`src/rtl/swst_pkg.sv`:
```
package swst_pkg;

    localparam int KEY_W     = 17;
    localparam int KEY_STEPS = 6;

    // Ordered unlock key; position in the list is the step number.
    function automatic logic [KEY_W-1:0] key_at(input int unsigned idx);
        logic [KEY_W-1:0] k;
        case (idx)
            0:       k = 17'h04E38;
            1:       k = 17'h0B1C7;
            2:       k = 17'h083E0;
            3:       k = 17'h07C1F;
            4:       k = 17'h0703F;
            5:       k = 17'h08FC0;
            default: k = '0;
        endcase
        return k;
    endfunction

    typedef struct packed {
        logic ce_prev;
    } samp_state_t;

    typedef struct packed {
        logic busy;
        logic req;
    } ctl_state_t;

endpackage

```
`src/rtl/swst_access_sampler.sv`:
```
module swst_access_sampler
    import swst_pkg::*;
(
    input  logic clk,
    input  logic rst_n,
    input  logic ce_n,
    input  logic oe_n,
    input  logic we_n,
    output logic acc_strobe,
    output logic acc_is_read
);

    samp_state_t st_d, st_q;

    always_comb begin
        st_d         = st_q;
        st_d.ce_prev = ce_n;
        // one access per high-to-low transition of chip enable
        acc_strobe   = st_q.ce_prev & ~ce_n;
        acc_is_read  = ~oe_n & we_n;
    end

    always_ff @(posedge clk or negedge rst_n) begin
        if (!rst_n) begin
            st_q.ce_prev <= 1'b1;
        end else begin
            st_q <= st_d;
        end
    end

endmodule

```
`src/rtl/swst_step_matcher.sv`:
```
module swst_step_matcher
    import swst_pkg::*;
#(
    parameter  int ADDR_W    = 17,
    parameter  int NUM_STEPS = KEY_STEPS,
    localparam int IDX_W     = $clog2(NUM_STEPS)
) (
    input  logic              clk,
    input  logic              rst_n,
    input  logic              clear,
    input  logic              strobe,
    input  logic              is_read,
    input  logic [ADDR_W-1:0] addr,
    output logic              hit
);

    localparam logic [IDX_W-1:0] LAST_IDX = IDX_W'(NUM_STEPS - 1);

    logic [IDX_W-1:0] step_d, step_q;
    logic             step_ok;
    logic             first_ok;

    always_comb begin
        step_d   = step_q;
        hit      = 1'b0;
        step_ok  = is_read && (addr == ADDR_W'(key_at(int'(step_q))));
        first_ok = is_read && (addr == ADDR_W'(key_at(0)));
        if (clear) begin
            step_d = '0;
        end else if (strobe) begin
            if (step_ok) begin
                if (step_q == LAST_IDX) begin
                    hit    = 1'b1;
                    step_d = '0;
                end else begin
                    step_d = step_q + 1'b1;
                end
            end else if (first_ok) begin
                step_d = IDX_W'(1);
            end else begin
                step_d = '0;
            end
        end
    end

    always_ff @(posedge clk or negedge rst_n) begin
        if (!rst_n) begin
            step_q <= '0;
        end else begin
            step_q <= step_d;
        end
    end

endmodule

```
`src/rtl/swst_seq_detect.sv`:
```
module swst_seq_detect
    import swst_pkg::*;
#(
    parameter int ADDR_W = 17
) (
    input  logic              clk,
    input  logic              rst_n,
    input  logic              ce_n,
    input  logic              oe_n,
    input  logic              we_n,
    input  logic [ADDR_W-1:0] addr,
    input  logic              store_done,
    output logic              store_req,
    output logic              chip_off
);

    ctl_state_t ctl_d, ctl_q;
    logic       acc_strobe;
    logic       acc_is_read;
    logic       key_hit;

    swst_access_sampler u_samp (
        .clk        (clk),
        .rst_n      (rst_n),
        .ce_n       (ce_n),
        .oe_n       (oe_n),
        .we_n       (we_n),
        .acc_strobe (acc_strobe),
        .acc_is_read(acc_is_read)
    );

    swst_step_matcher #(
        .ADDR_W   (ADDR_W),
        .NUM_STEPS(KEY_STEPS)
    ) u_match (
        .clk    (clk),
        .rst_n  (rst_n),
        .clear  (ctl_q.busy),
        .strobe (acc_strobe & ~ctl_q.busy),
        .is_read(acc_is_read),
        .addr   (addr),
        .hit    (key_hit)
    );

    always_comb begin
        ctl_d     = ctl_q;
        ctl_d.req = 1'b0;
        if (ctl_q.busy) begin
            if (store_done) begin
                ctl_d.busy = 1'b0;
            end
        end else if (key_hit) begin
            ctl_d.req  = 1'b1;
            ctl_d.busy = 1'b1;
        end
    end

    always_ff @(posedge clk or negedge rst_n) begin
        if (!rst_n) begin
            ctl_q <= '0;
        end else begin
            ctl_q <= ctl_d;
        end
    end

    assign store_req = ctl_q.req;
    assign chip_off  = ctl_q.busy;

endmodule

```
`config.mk`:
```
export PLATFORM = sky130hd
export DESIGN_NAME = swst_seq_detect
export DESIGN_NICKNAME = d
export VERILOG_FILES = /design/src/rtl/swst_pkg.sv /design/src/rtl/swst_access_sampler.sv /design/src/rtl/swst_step_matcher.sv /design/src/rtl/swst_seq_detect.sv
export SDC_FILE = /design/constraint.sdc
export NUM_CORES = 1
export LEC_CHECK = 0
export BUFFER_PORTS_ARGS = -buffer_cell sky130_fd_sc_hd__buf_2
export CAP_MARGIN = 15
export CORE_UTILIZATION = 40
export DETAILED_ROUTE_END_ITERATION = 16
export PLACE_DENSITY = 0.7
export SLEW_MARGIN = 20
export SYNTH_ARGS = -nofsm -noshare
export SYNTH_HDL_FRONTEND = slang
export SYNTH_SLANG_ARGS = --single-unit
```
`constraint.sdc`:
```
create_clock -name clk -period 2.3 [get_ports clk]
set_input_delay 0.115 -clock clk [delete_from_list [all_inputs] [get_ports clk]]
set_output_delay 0.115 -clock clk [all_outputs]
set_load 0.01 [all_outputs]
```
* Word-level counts from Yosys, hierarchy flattened
Index checks and enable logic that the tools add are counted.
Operators by class: $add $sub $neg 1, equality and inequality tests 7, muxes and demuxes 14, bitwise operators 6, reduce and logical (&&, ||, !) cells 4
Operator list (count):
- 16-bit case mux with 6 select lines | 1
- 17-bit by 15-bit equality test with 1-bit output (second input constant) | 1
- 17-bit by 16-bit equality test with 1-bit output | 1
- 3-bit two-way mux | 4
- 1-bit two-way mux | 8
- 3-bit by 2-bit equality test with 1-bit output (second input constant) | 2
- 3-bit equality test (second input constant) | 2
- 3-bit by 1-bit adder with 3-bit output (second input constant) | 1
- 1-bit AND | 3
- 3-bit by 1-bit equality test with 1-bit output (second input constant) | 1
- 3-bit zero test | 1
- 1-bit NOT | 3
- 1-bit logical AND | 2
- 2-bit two-way mux | 1
- 2-bit nonzero test | 1
Storage, ports and cells: flip-flop bits (word level) 6, input bits 23, word-level logic and storage cells 36

* Logic depth before layout (Yosys ltp)
Gate-level depths: netlist of run 1.
depth after elaboration 9, depth in mapped cells 8, mapped depth without buffers 6

* Hierarchy
From an unflattened synthesis of run 1, not the netlist that was laid out.
Unflattened totals: cell total of the unflattened synthesis 72, area total of the unflattened synthesis 635.6 um^2
By module, submodules not included:
- swst_step_matcher | times used 1, cells each 63, area an instance 510.5 um^2, seq. area each 75.1 um^2
- swst_seq_detect | times used 1, cells each 6, area an instance 71.3 um^2, seq. area each 50.0 um^2
- swst_access_sampler | times used 1, cells each 3, area an instance 53.8 um^2, seq. area each 26.3 um^2

* Worst setup path before layout of run 1
No wires, ideal clock.
path kind reg-to-reg, from reg u_match.step_q[1], to reg u_match.step_q[1], arrival time 1895 ps, required time 2179 ps, slack 284 ps, cell stages (with the launch flop) 8, buffers on the path 1, cell sequence dfrtp_1 -> buf_6 -> nand2_1 -> a211oi_1 -> or4_4 -> and4bb_1 -> a31o_2 -> a22o_1
On the way: longest elaborated chain between the ends 7, elaborated cells on any way between the ends 14, classes of those cells add/sub: 1; eq/ne: 6; mux: 5; reduce/logical: 2
Ends and longest elaborated chain:
- from (decl) | line swst_step_matcher.sv:19 | logic [IDX_W-1:0] step_d, step_q;
- from (signal assigned) | line swst_step_matcher.sv:50 | step_q <= step_d;
- 3-bit equality test (tied with other cells) | line swst_pkg.sv:9, swst_step_matcher.sv:32
- 16-bit case mux with 6 select lines | line swst_pkg.sv:9 | case (idx)
- 17-bit by 16-bit equality test with 1-bit output | line swst_step_matcher.sv:26 | step_ok = is_read && (addr == ADDR_W'(key_at(int'(step_q))));
- 1-bit logical AND | line swst_step_matcher.sv:26
- 3-bit two-way mux * | line swst_step_matcher.sv:31 | if (step_ok) begin
- 3-bit two-way mux * | line swst_step_matcher.sv:30 | end else if (strobe) begin
- 3-bit two-way mux * | line swst_step_matcher.sv:28 | if (clear) begin
Every way passes the cells marked *; elsewhere a longest branch is shown, timed or not. The select of a mux whose other input is x is not followed. A chain may end at the register's enable or synchronous reset.

* Final worst setup path of run 1
Same ends and word-level chain as after synthesis.

==> impl_metrics.json, run 1 <==
{
  "cts_sinks": 6,
  "cts_tree": "yes",
  "hold_viol_final": 0,
  "wirelength_um": 1800,
  "maxSlewViolCount": 0,
  "rsz0062_at_grt": "false",
  "path_max_fanout": 15,
  "critical_path_class": "reg -> reg",
  "synth-edff-count": 0,
  "worstHoldPathCells": 4,
  "gp_congestion": 0.8165,
  "hold_path.class": "in -> reg",
  "first_pass_iters": 4,
  "grt_pass1_wl_um": 2898,
  "synth_cell_type_count": 43,
  "rows": 15,
  "drt_iter0_drc": 18,
  "dp_hpwl_um": 1366,
  "vdd_drop_max_v": 0.0002213,
  "num_vias": 791,
  "core-area_sq_mm": 0.001727,
  "crit_required_ns": 2.44,
  "crit_path_end_kind": "flop",
  "synth_nets": 113,
  "grt_max_degree": 17,
  "status": "complete, no violations",
  "grt_pass1_vias": 681,
  "syn_inst": 90,
  "ff2ff_setup_slack_ns": 0.12,
  "yosysWarnings": 0,
  "cts_made_buffers": 3,
  "max_freq_ghz": 0.4592,
  "die_area_sq_mm": 0.002005,
  "relSlewSlack_pct": 71.21,
  "tightest_slew_ns": 0.4210,
  "pre_cts_ws_ns": 0.08994,
  "die_h_um": 44.78,
  "finalCritPeriodShare_pct": 94.68,
  "finish.utilization_pct": 52.03,
  "ys.flop_type": "dfrtp_1",
  "synth_seq_area_share_pct": 20.68,
  "antenna_cells": 0,
  "worst_setup_path_start_kind": "flop",
  "clk_latency_ns": 0.25,
  "ant_nets": 0,
  "setup_viol": 0,
  "num_io_pins": 25,
  "via_per_inst": 5.531,
  "fin_ws_ns": 0.1224,
  "drc": 0,
  "clockBufferDepth": 2,
  "clock-root-buffer": "clkbuf_4",
  "cp.arrival_ns": 2.31,
  "h-tree-depth": 1,
  "leakage_uw": 0.0003837,
  "cts_setup_buffers": 0,
  "post_drt_wl_per_cell_um": 12.59,
  "grt_overflow": 0,
  "drive_gt1_share_pct": 40.68,
  "worst-r2r-cell-count": 6,
  "synth_top_area_share_pct": 17.09,
  "clk_pin_slew_ns": 0.05,
  "track_usage_pct": 19.16,
  "netlist_area_sq_um": 732.0,
  "io_buffers": 24,
  "syn2layout_area_growth_pct": 22.74,
  "fin_nets": 142,
  "max-cap-violations": 0,
  "ys_ff_latch": 6,
  "power_per_cell_area_mw_per_mm2": 304.3,
  "async_flop_share_pct": 100.0,
  "setup_tns_ns": 0,
  "synth_common_cells": "9 x nand2_1, 9 x nor2_1, 5 x dfrtp_1, 5 x nand3_1, 5 x nor3_1",
  "whs_ns": 0.1730,
  "start_util_pct": 42.39,
  "skew_ns": 0.005217,
  "fin_crit_ns": 2.178,
  "antenna_found_initial": 0,
  "die_x_um": 44.78,
  "synthTopCellsByArea": "dfrtp_1 17%, nand2_1 4.6%, nor2_1 4.6%",
  "synth_area_leader_cell": "dfrtp_1",
  "syn_avg_cell_area_sq_um": 8.133
}
==> report_power, final <==
| group | total, uW | internal (uW) | switching (uW) |
|---|---|---|---|
| logic | 57.7 | 28.1 | 29.6 |
| registers | 108 | 107 | 0.640 |
| clock network | 108 | 65.9 | 41.6 |
==> what timing repair did <==
item | 4_1_cts | 5_1_grt
hold buffers | 2 | 0
gates resized for setup | 0 | 3
hold endpoints to repair | 7 | 0
endpoints found under the setup margin | 0 | 2
==> registers in the layout, summed over array words and instances, names as in the netlist <==
signal and flops:
chip_off 1, store_req 1, u_match.step_q 3, u_samp.st_q 1
==> path summary, 6_finish.rpt <==
path,to,start
setup / recovery,u_match.step_q[1],u_match.step_q[1]
hold / removal,u_match.step_q[0],addr[0]
setup reg to reg,u_match.step_q[1],u_match.step_q[1]
hold reg to reg,u_match.step_q[0],u_match.step_q[0]
max in group asynchronous,u_samp.st_q,rst_n
min in group asynchronous,chip_off,rst_n
==> worst max-delay path, cell delays in order (launching register included) <==
cell and delay, ns:
dfrtp_2 0.50, o21bai_1 0.17, a211oi_1 0.09, or4_4 0.54, and4bb_1 0.26, a31o_2 0.26, a22o_1 0.23
==> metrics by stage <==
step | instances | area (sq um) | total power (uW)
5_1_grt | 143 | 898.4 | 290.9
2_1_floorplan | 90 | 732.0 | 132.1
3_3_place_gp | 137 | 848.3 | 161.9
4_1_cts | 143 | 894.6 | 275.8
3_5_place_dp | 137 | 848.3 | 163.7
6_report | 143 | 898.4 | 273.4
==> area by class of cell <==
type                            count  area, sq um
Clock buffer                        4        26.28
Fill cell                         187        828.3
Inverter                            4        15.01
Multi-Input combinational cell     76        515.5
Sequential cell                     6        155.1
Tap cell                           25        31.28
Timing Repair Buffer               28        155.1
==> logic make-up after synthesis <==
logic type	synth area share (%)
AO/OA/AOI/OAI	22.05
AND/OR/NAND/NOR	45.64
multiplexers	2.735
flip-flops	20.68
buffers and inverters	8.889
==> layout by cell type, fill, tap and decap left out, types with 3 or more instances in the layout <==
cell,count
buf_2,24
inv_1,4
nand2_1,9
nor4_1,3
o21ai_0,3
clkbuf_4,3
nor2_1,9
nand3_1,5
nand2b_1,4
nor3_1,5
dfrtp_2,3
==> routing by layer <==
metal	track usage (%)	part of all wire (%)	wire [um]
met1	25.93	46	835
met2	32.06	49	889
met3	3.600	4.2	75
met4	3.636	0	0
met5	0	0	0
No activity file was read; power rests on OpenSTA's default activity.
==> run 2: changes to the inputs <==
==> constraint.sdc (replaced) <==
create_clock -name clk -period 2.3 [get_ports clk]
set_input_delay 0.23 -clock clk [delete_from_list [all_inputs] [get_ports clk]]
set_output_delay 0.23 -clock clk [all_outputs]
set_load 0.01 [all_outputs]
==> impl_metrics.json, run 2 (synthesized netlist as in run 1, its figures left out) <==
{
  "status": "complete, no violations",
  "num_io_pins": 25,
  "largest_register": "u_match.step_q",
  "die_area_sq_mm": 0.002005,
  "pwr-share-seq_pct": 39.8,
  "tightest_slew_ns": 0.4225,
  "gp_congestion": 0.8165,
  "setup_viol": 0,
  "final_common_cell": "buf_2",
  "clockBufferDepth": 2,
  "via_per_inst": 5.585,
  "cts_setup_buffers": 0,
  "cts_tree": "yes",
  "hold_path.class": "in -> reg",
  "critical_path_class": "reg -> reg",
  "path_max_fanout": 15,
  "p_int_uw": 200.4,
  "maxSlewViolCount": 0,
  "skew_ns": 0.005907,
  "cp.arrival_ns": 2.31,
  "h-tree-depth": 1,
  "setup_tns_ns": 0,
  "dp_hpwl_um": 1366,
  "layout_common_cells": "24 x buf_2, 9 x nand2_1, 9 x nor2_1, 5 x nor3_1, 5 x nand3_1",
  "fin_nets": 141,
  "die_x_um": 44.78,
  "core-area_sq_mm": 0.001727,
  "grt_pass1_vias": 668,
  "sw_frac_of_total_pct": 26.27,
  "grt_pass1_wl_um": 2870,
  "cts_made_buffers": 3,
  "rsz0062_at_grt": "false",
  "die_h_um": 44.78,
  "rows": 15,
  "clock-root-buffer": "clkbuf_4",
  "crit_path_end_kind": "flop",
  "worst_setup_path_start_kind": "flop",
  "io_buffers": 24,
  "clk_latency_ns": 0.25,
  "drive_gt1_share_pct": 41.03,
  "switchingPower_uw": 71.41,
  "power_uw": 271.8,
  "syn2layout_area_growth_pct": 21.37,
  "hold_viol_final": 0,
  "relSlewSlack_pct": 71.10,
  "max_freq_ghz": 0.4595,
  "max-cap-violations": 0,
  "first_pass_iters": 4,
  "post_drt_wl_per_cell_um": 12.57,
  "grt_overflow": 0,
  "leakage_uw": 0.0003795,
  "finalCritPeriodShare_pct": 94.63,
  "largest_reg_flops": 3,
  "p_clk_share_pct": 39.5,
  "clk_pin_slew_ns": 0.05,
  "fin_crit_ns": 2.176,
  "grt_max_degree": 17,
  "drt_iter0_drc": 18,
  "vdd_drop_max_v": 0.0002159,
  "antenna_found_initial": 0,
  "track_usage_pct": 19.00,
  "start_util_pct": 42.39,
  "drc": 0,
  "cts_sinks": 6,
  "crit_required_ns": 2.44,
  "wirelength_um": 1785,
  "num_vias": 793,
  "power_per_cell_area_mw_per_mm2": 306.0,
  "antenna_cells": 0,
  "ant_nets": 0,
  "comb_power_share_pct": 20.8
}
run 2: metal layers:
| metal | track usage (%) | vias to the layer above | part of all wire (%) |
|---|---|---|---|
| met5 | 0 | - | 0 |
| met4 | 3.636 | 0 | 0 |
| met3 | 3.600 | 0 | 6.1 |
| met2 | 31.18 | 30 | 49 |
| met1 | 26.17 | 365 | 45 |
| li1 | - | 398 | - |
run 2: repair_timing:
item | in CTS | in global routing
hold buffers | 1 | 0
gates resized for setup | 0 | 3
hold endpoints to repair | 6 | 0
endpoints found under the setup margin | 0 | 2
run 2: critical path: stages, from the launching register on:
cell and delay (ns):
dfrtp_2 0.50, o21bai_1 0.17, a211oi_1 0.09, or4_4 0.54, and4bb_1 0.27, a31o_2 0.26, a22o_1 0.23
run 2: final cells by class:
| cell class | instances | area (sq um) |
|---|---|---|
| multi-input cells | 76 | 515.5 |
| clock buffers | 4 | 26.28 |
| inverters | 4 | 15.01 |
| fillers | 188 | 838.3 |
| flip-flops and latches | 6 | 155.1 |
| repair buffers | 27 | 145.1 |
| well taps | 25 | 31.28 |
run 2: power by group through the flow:
stage | combinational (uW) | sequential, uW | clock (uW)
floorplan | 22.6 | 109 | 0
global placement | 52.5 | 109 | 0
detailed placement | 54.2 | 109 | 0
CTS | 55.8 | 108 | 111
global route | 62.2 | 108 | 119
finish | 56.4 | 108 | 107
run 2: through the flow:
step	setup WS [ns]	cell area, sq um	std cells	utilization (%)	hold WS (ns)
after detailed placement	0.08994	848.3	137	49.13	0.05948
after global placement	0.1288	848.3	137	49.13	0.05839
after floorplan	0.2837	732.0	90	-	-0.06559
after CTS	0.07344	884.6	142	51.23	0.08732
after global routing	0.03837	888.4	142	51.45	0.08750
final	0.1235	888.4	142	51.45	0.09361
run 2: worst paths after layout:
path | startpoint | slack [ns] | to | cells after the start
setup / recovery | u_match.step_q[1] | 0.12 | u_match.step_q[1] | 6
hold reg to reg | u_match.step_q[0] | 0.66 | u_match.step_q[0] | 2
min in group asynchronous | rst_n | 0.33 | chip_off | 2
setup reg to reg | u_match.step_q[1] | 0.12 | u_match.step_q[1] | 6
hold / removal | ce_n | 0.09 | u_samp.st_q | 1
max in group asynchronous | rst_n | 1.74 | u_samp.st_q | 2
==> run 3: changes to the inputs <==
--- a/config.mk
+++ b/config.mk
@@ -9,8 +9,8 @@
 export CAP_MARGIN = 15
 export CORE_UTILIZATION = 40
 export DETAILED_ROUTE_END_ITERATION = 16
-export PLACE_DENSITY = 0.7
-export SLEW_MARGIN = 20
+export GPL_ROUTABILITY_DRIVEN = 0
+export PLACE_DENSITY = 0.73
 export SYNTH_ARGS = -nofsm -noshare
 export SYNTH_HDL_FRONTEND = slang
 export SYNTH_SLANG_ARGS = --single-unit
==> constraint.sdc (replaced) <==
create_clock -name clk -period 2 [get_ports clk]
set_input_delay 0.2 -clock clk [delete_from_list [all_inputs] [get_ports clk]]
set_output_delay 0.2 -clock clk [all_outputs]
set_load 0.01 [all_outputs]
==> impl_metrics.json, run 3 (synthesized netlist as in run 1, its figures left out) <==
{
  "status": "finished, violations left",
  "violations": "negative setup slack",
  "critical_path_class": "reg -> reg",
  "ff2ff_setup_slack_ns": -0.06,
  "worst-path-buf-inv": 2,
  "grt_max_degree": 9,
  "critPathTopFamily": "simple AND/OR/NAND/NOR gates",
  "largest_reg_flops": 3,
  "power_per_cell_area_mw_per_mm2": 303.3,
  "switchingPower_uw": 82.55,
  "critical-path-max-stage-delay_ns": 0.48,
  "grt_pass1_vias": 842,
  "syn2layout_area_growth_pct": 41.54,
  "cts_sinks": 6,
  "die_area_sq_mm": 0.002005,
  "num_io_pins": 25,
  "worstSetupStartpoint": "u_match.step_q[2]",
  "rsz0062_at_grt": "true",
  "io_buffers": 24,
  "num_vias": 863,
  "cts_made_buffers": 3,
  "clk_latency_ns": 0.25,
  "dp_hpwl_um": 1574,
  "cts_tree": "yes",
  "hold_viol_final": 0,
  "wirelength_um": 1991,
  "comb_power_share_pct": 21.6,
  "tightest_slew_ns": 0.3175,
  "die_x_um": 44.78,
  "grt_pass1_wl_um": 3180,
  "pwr-share-seq_pct": 39.5,
  "post_drt_wl_per_cell_um": 12.68,
  "whs_ns": 0.06553,
  "clk_pin_slew_ns": 0.05,
  "p_clk_share_pct": 38.9,
  "drt_iter0_drc": 28,
  "power_uw": 314.2,
  "rows": 15,
  "leakage_uw": 0.0004689,
  "antenna_found_initial": 0,
  "max-cap-violations": 0,
  "layout_common_cells": "24 x buf_2, 16 x buf_4, 9 x nor2_1, 8 x nand2_1",
  "pre_cts_ws_ns": -0.1275,
  "clock-root-buffer": "clkbuf_4",
  "die_h_um": 44.78,
  "hold_path.class": "in -> reg",
  "worstPathCellList": "buf_4, or3_2, a21oi_2, or4_4, and4bb_1, buf_6, nand2_1, nor3_1",
  "sw_frac_of_total_pct": 26.27,
  "min_from": "ce_n",
  "setup_viol": 5,
  "p_int_uw": 231.7,
  "path_max_fanout": 8,
  "largest_register": "u_match.step_q",
  "reg2reg_to": "store_req",
  "worst_setup_path_start_kind": "flop",
  "first_pass_iters": 4,
  "skew_ns": 0.005658,
  "fin_nets": 156,
  "vdd_drop_max_v": 0.0003398,
  "relSlewSlack_pct": 78.28,
  "setup_tns_ns": -0.2243,
  "worst-r2r-cell-count": 8,
  "crit_required_ns": 2.15,
  "cp.arrival_ns": 2.21,
  "antenna_cells": 0,
  "fin_crit_ns": 2.061,
  "drive_gt1_share_pct": 50.76,
  "grt_overflow": 0,
  "clockBufferDepth": 2,
  "min_to": "u_samp.st_q",
  "final_common_cell": "buf_2",
  "core-area_sq_mm": 0.001727,
  "track_usage_pct": 21.63,
  "drc": 0,
  "worstHoldPathCells": 1,
  "fin_ws_ns": -0.06106,
  "via_per_inst": 5.497,
  "start_util_pct": 42.39,
  "h-tree-depth": 1,
  "slowest_stage": "or3_2",
  "max_freq_ghz": 0.4852,
  "r2r-start": "u_match.step_q[2]",
  "ant_nets": 0,
  "finalCritPeriodShare_pct": 103.1,
  "place_inst": 148,
  "fin_cells": 157,
  "maxSlewViolCount": 0,
  "crit_path_end_kind": "flop"
}
==> run 3: cell count changes in the layout (fill, tap and decap cells not counted), sizes merged <==
cell / delta
buf: +15
==> run 3: area by class of cell <==
| cell class | count | area (sq um) |
|---|---|---|
| fillers | 158 | 690.7 |
| multi-input cells | 76 | 548.0 |
| repair buffers | 42 | 261.5 |
| flip-flops and latches | 6 | 153.9 |
| well taps | 25 | 31.28 |
| clock buffers | 4 | 26.28 |
| inverters | 4 | 15.01 |
==> run 3: power by group through the flow <==
| stage | Combinational, uW | Sequential, uW | Clock, uW |
|---|---|---|---|
| after CTS | 66.9 | 124 | 128 |
| after floorplan | 26.0 | 126 | 0 |
| after global routing | 74.7 | 124 | 140 |
| after global placement | 61.0 | 126 | 0 |
| after detailed placement | 63.7 | 126 | 0 |
| final | 67.8 | 124 | 122 |
==> run 3: through the flow <==
| stage | instance area, sq um | utilization, % |
|---|---|---|
| after floorplan | 734.5 | - |
| after global placement | 933.4 | 54.06 |
| after detailed placement | 933.4 | 54.06 |
| after CTS | 1025 | 59.35 |
| after global routing | 1036 | 60.00 |
| final | 1036 | 60.00 |
==> run 3: timing repair <==
action | in CTS | in global routing
resized for setup | 10 | 2
hold buffers | 1 | 0
endpoints found under the hold margin | 6 | 0
pin swaps | 6 | 2
setup buffers | 4 | 0
setup endpoints to repair | 5 | 5
==> run 3: worst register-to-register path, stage by stage (launching register included) <==
cell and delay (ns):
dfrtp_2 0.46, buf_4 0.16, or3_2 0.48, a21oi_2 0.12, or4_4 0.13, and4bb_1 0.24, buf_6 0.12, nand2_1 0.05
nor3_1 0.20
==> run 3: metal layers <==
layer,global-route usage (%),routed length (um),share of wire [%]
met1,24.81,868,44
met5,0,0,0
met4,4.848,0,0
met2,38.53,1023,51
met3,7.600,99,5.0
==> run 3: worst max-delay path by stage <==
stage                   endpoint  depth (start not counted)
6_report               store_req                          8
5_1_grt                store_req                          8
4_1_cts        u_match.step_q[2]                          6
3_5_place_dp   u_match.step_q[1]                          6
3_3_place_gp   u_match.step_q[1]                          6
2_1_floorplan  u_match.step_q[2]                          7
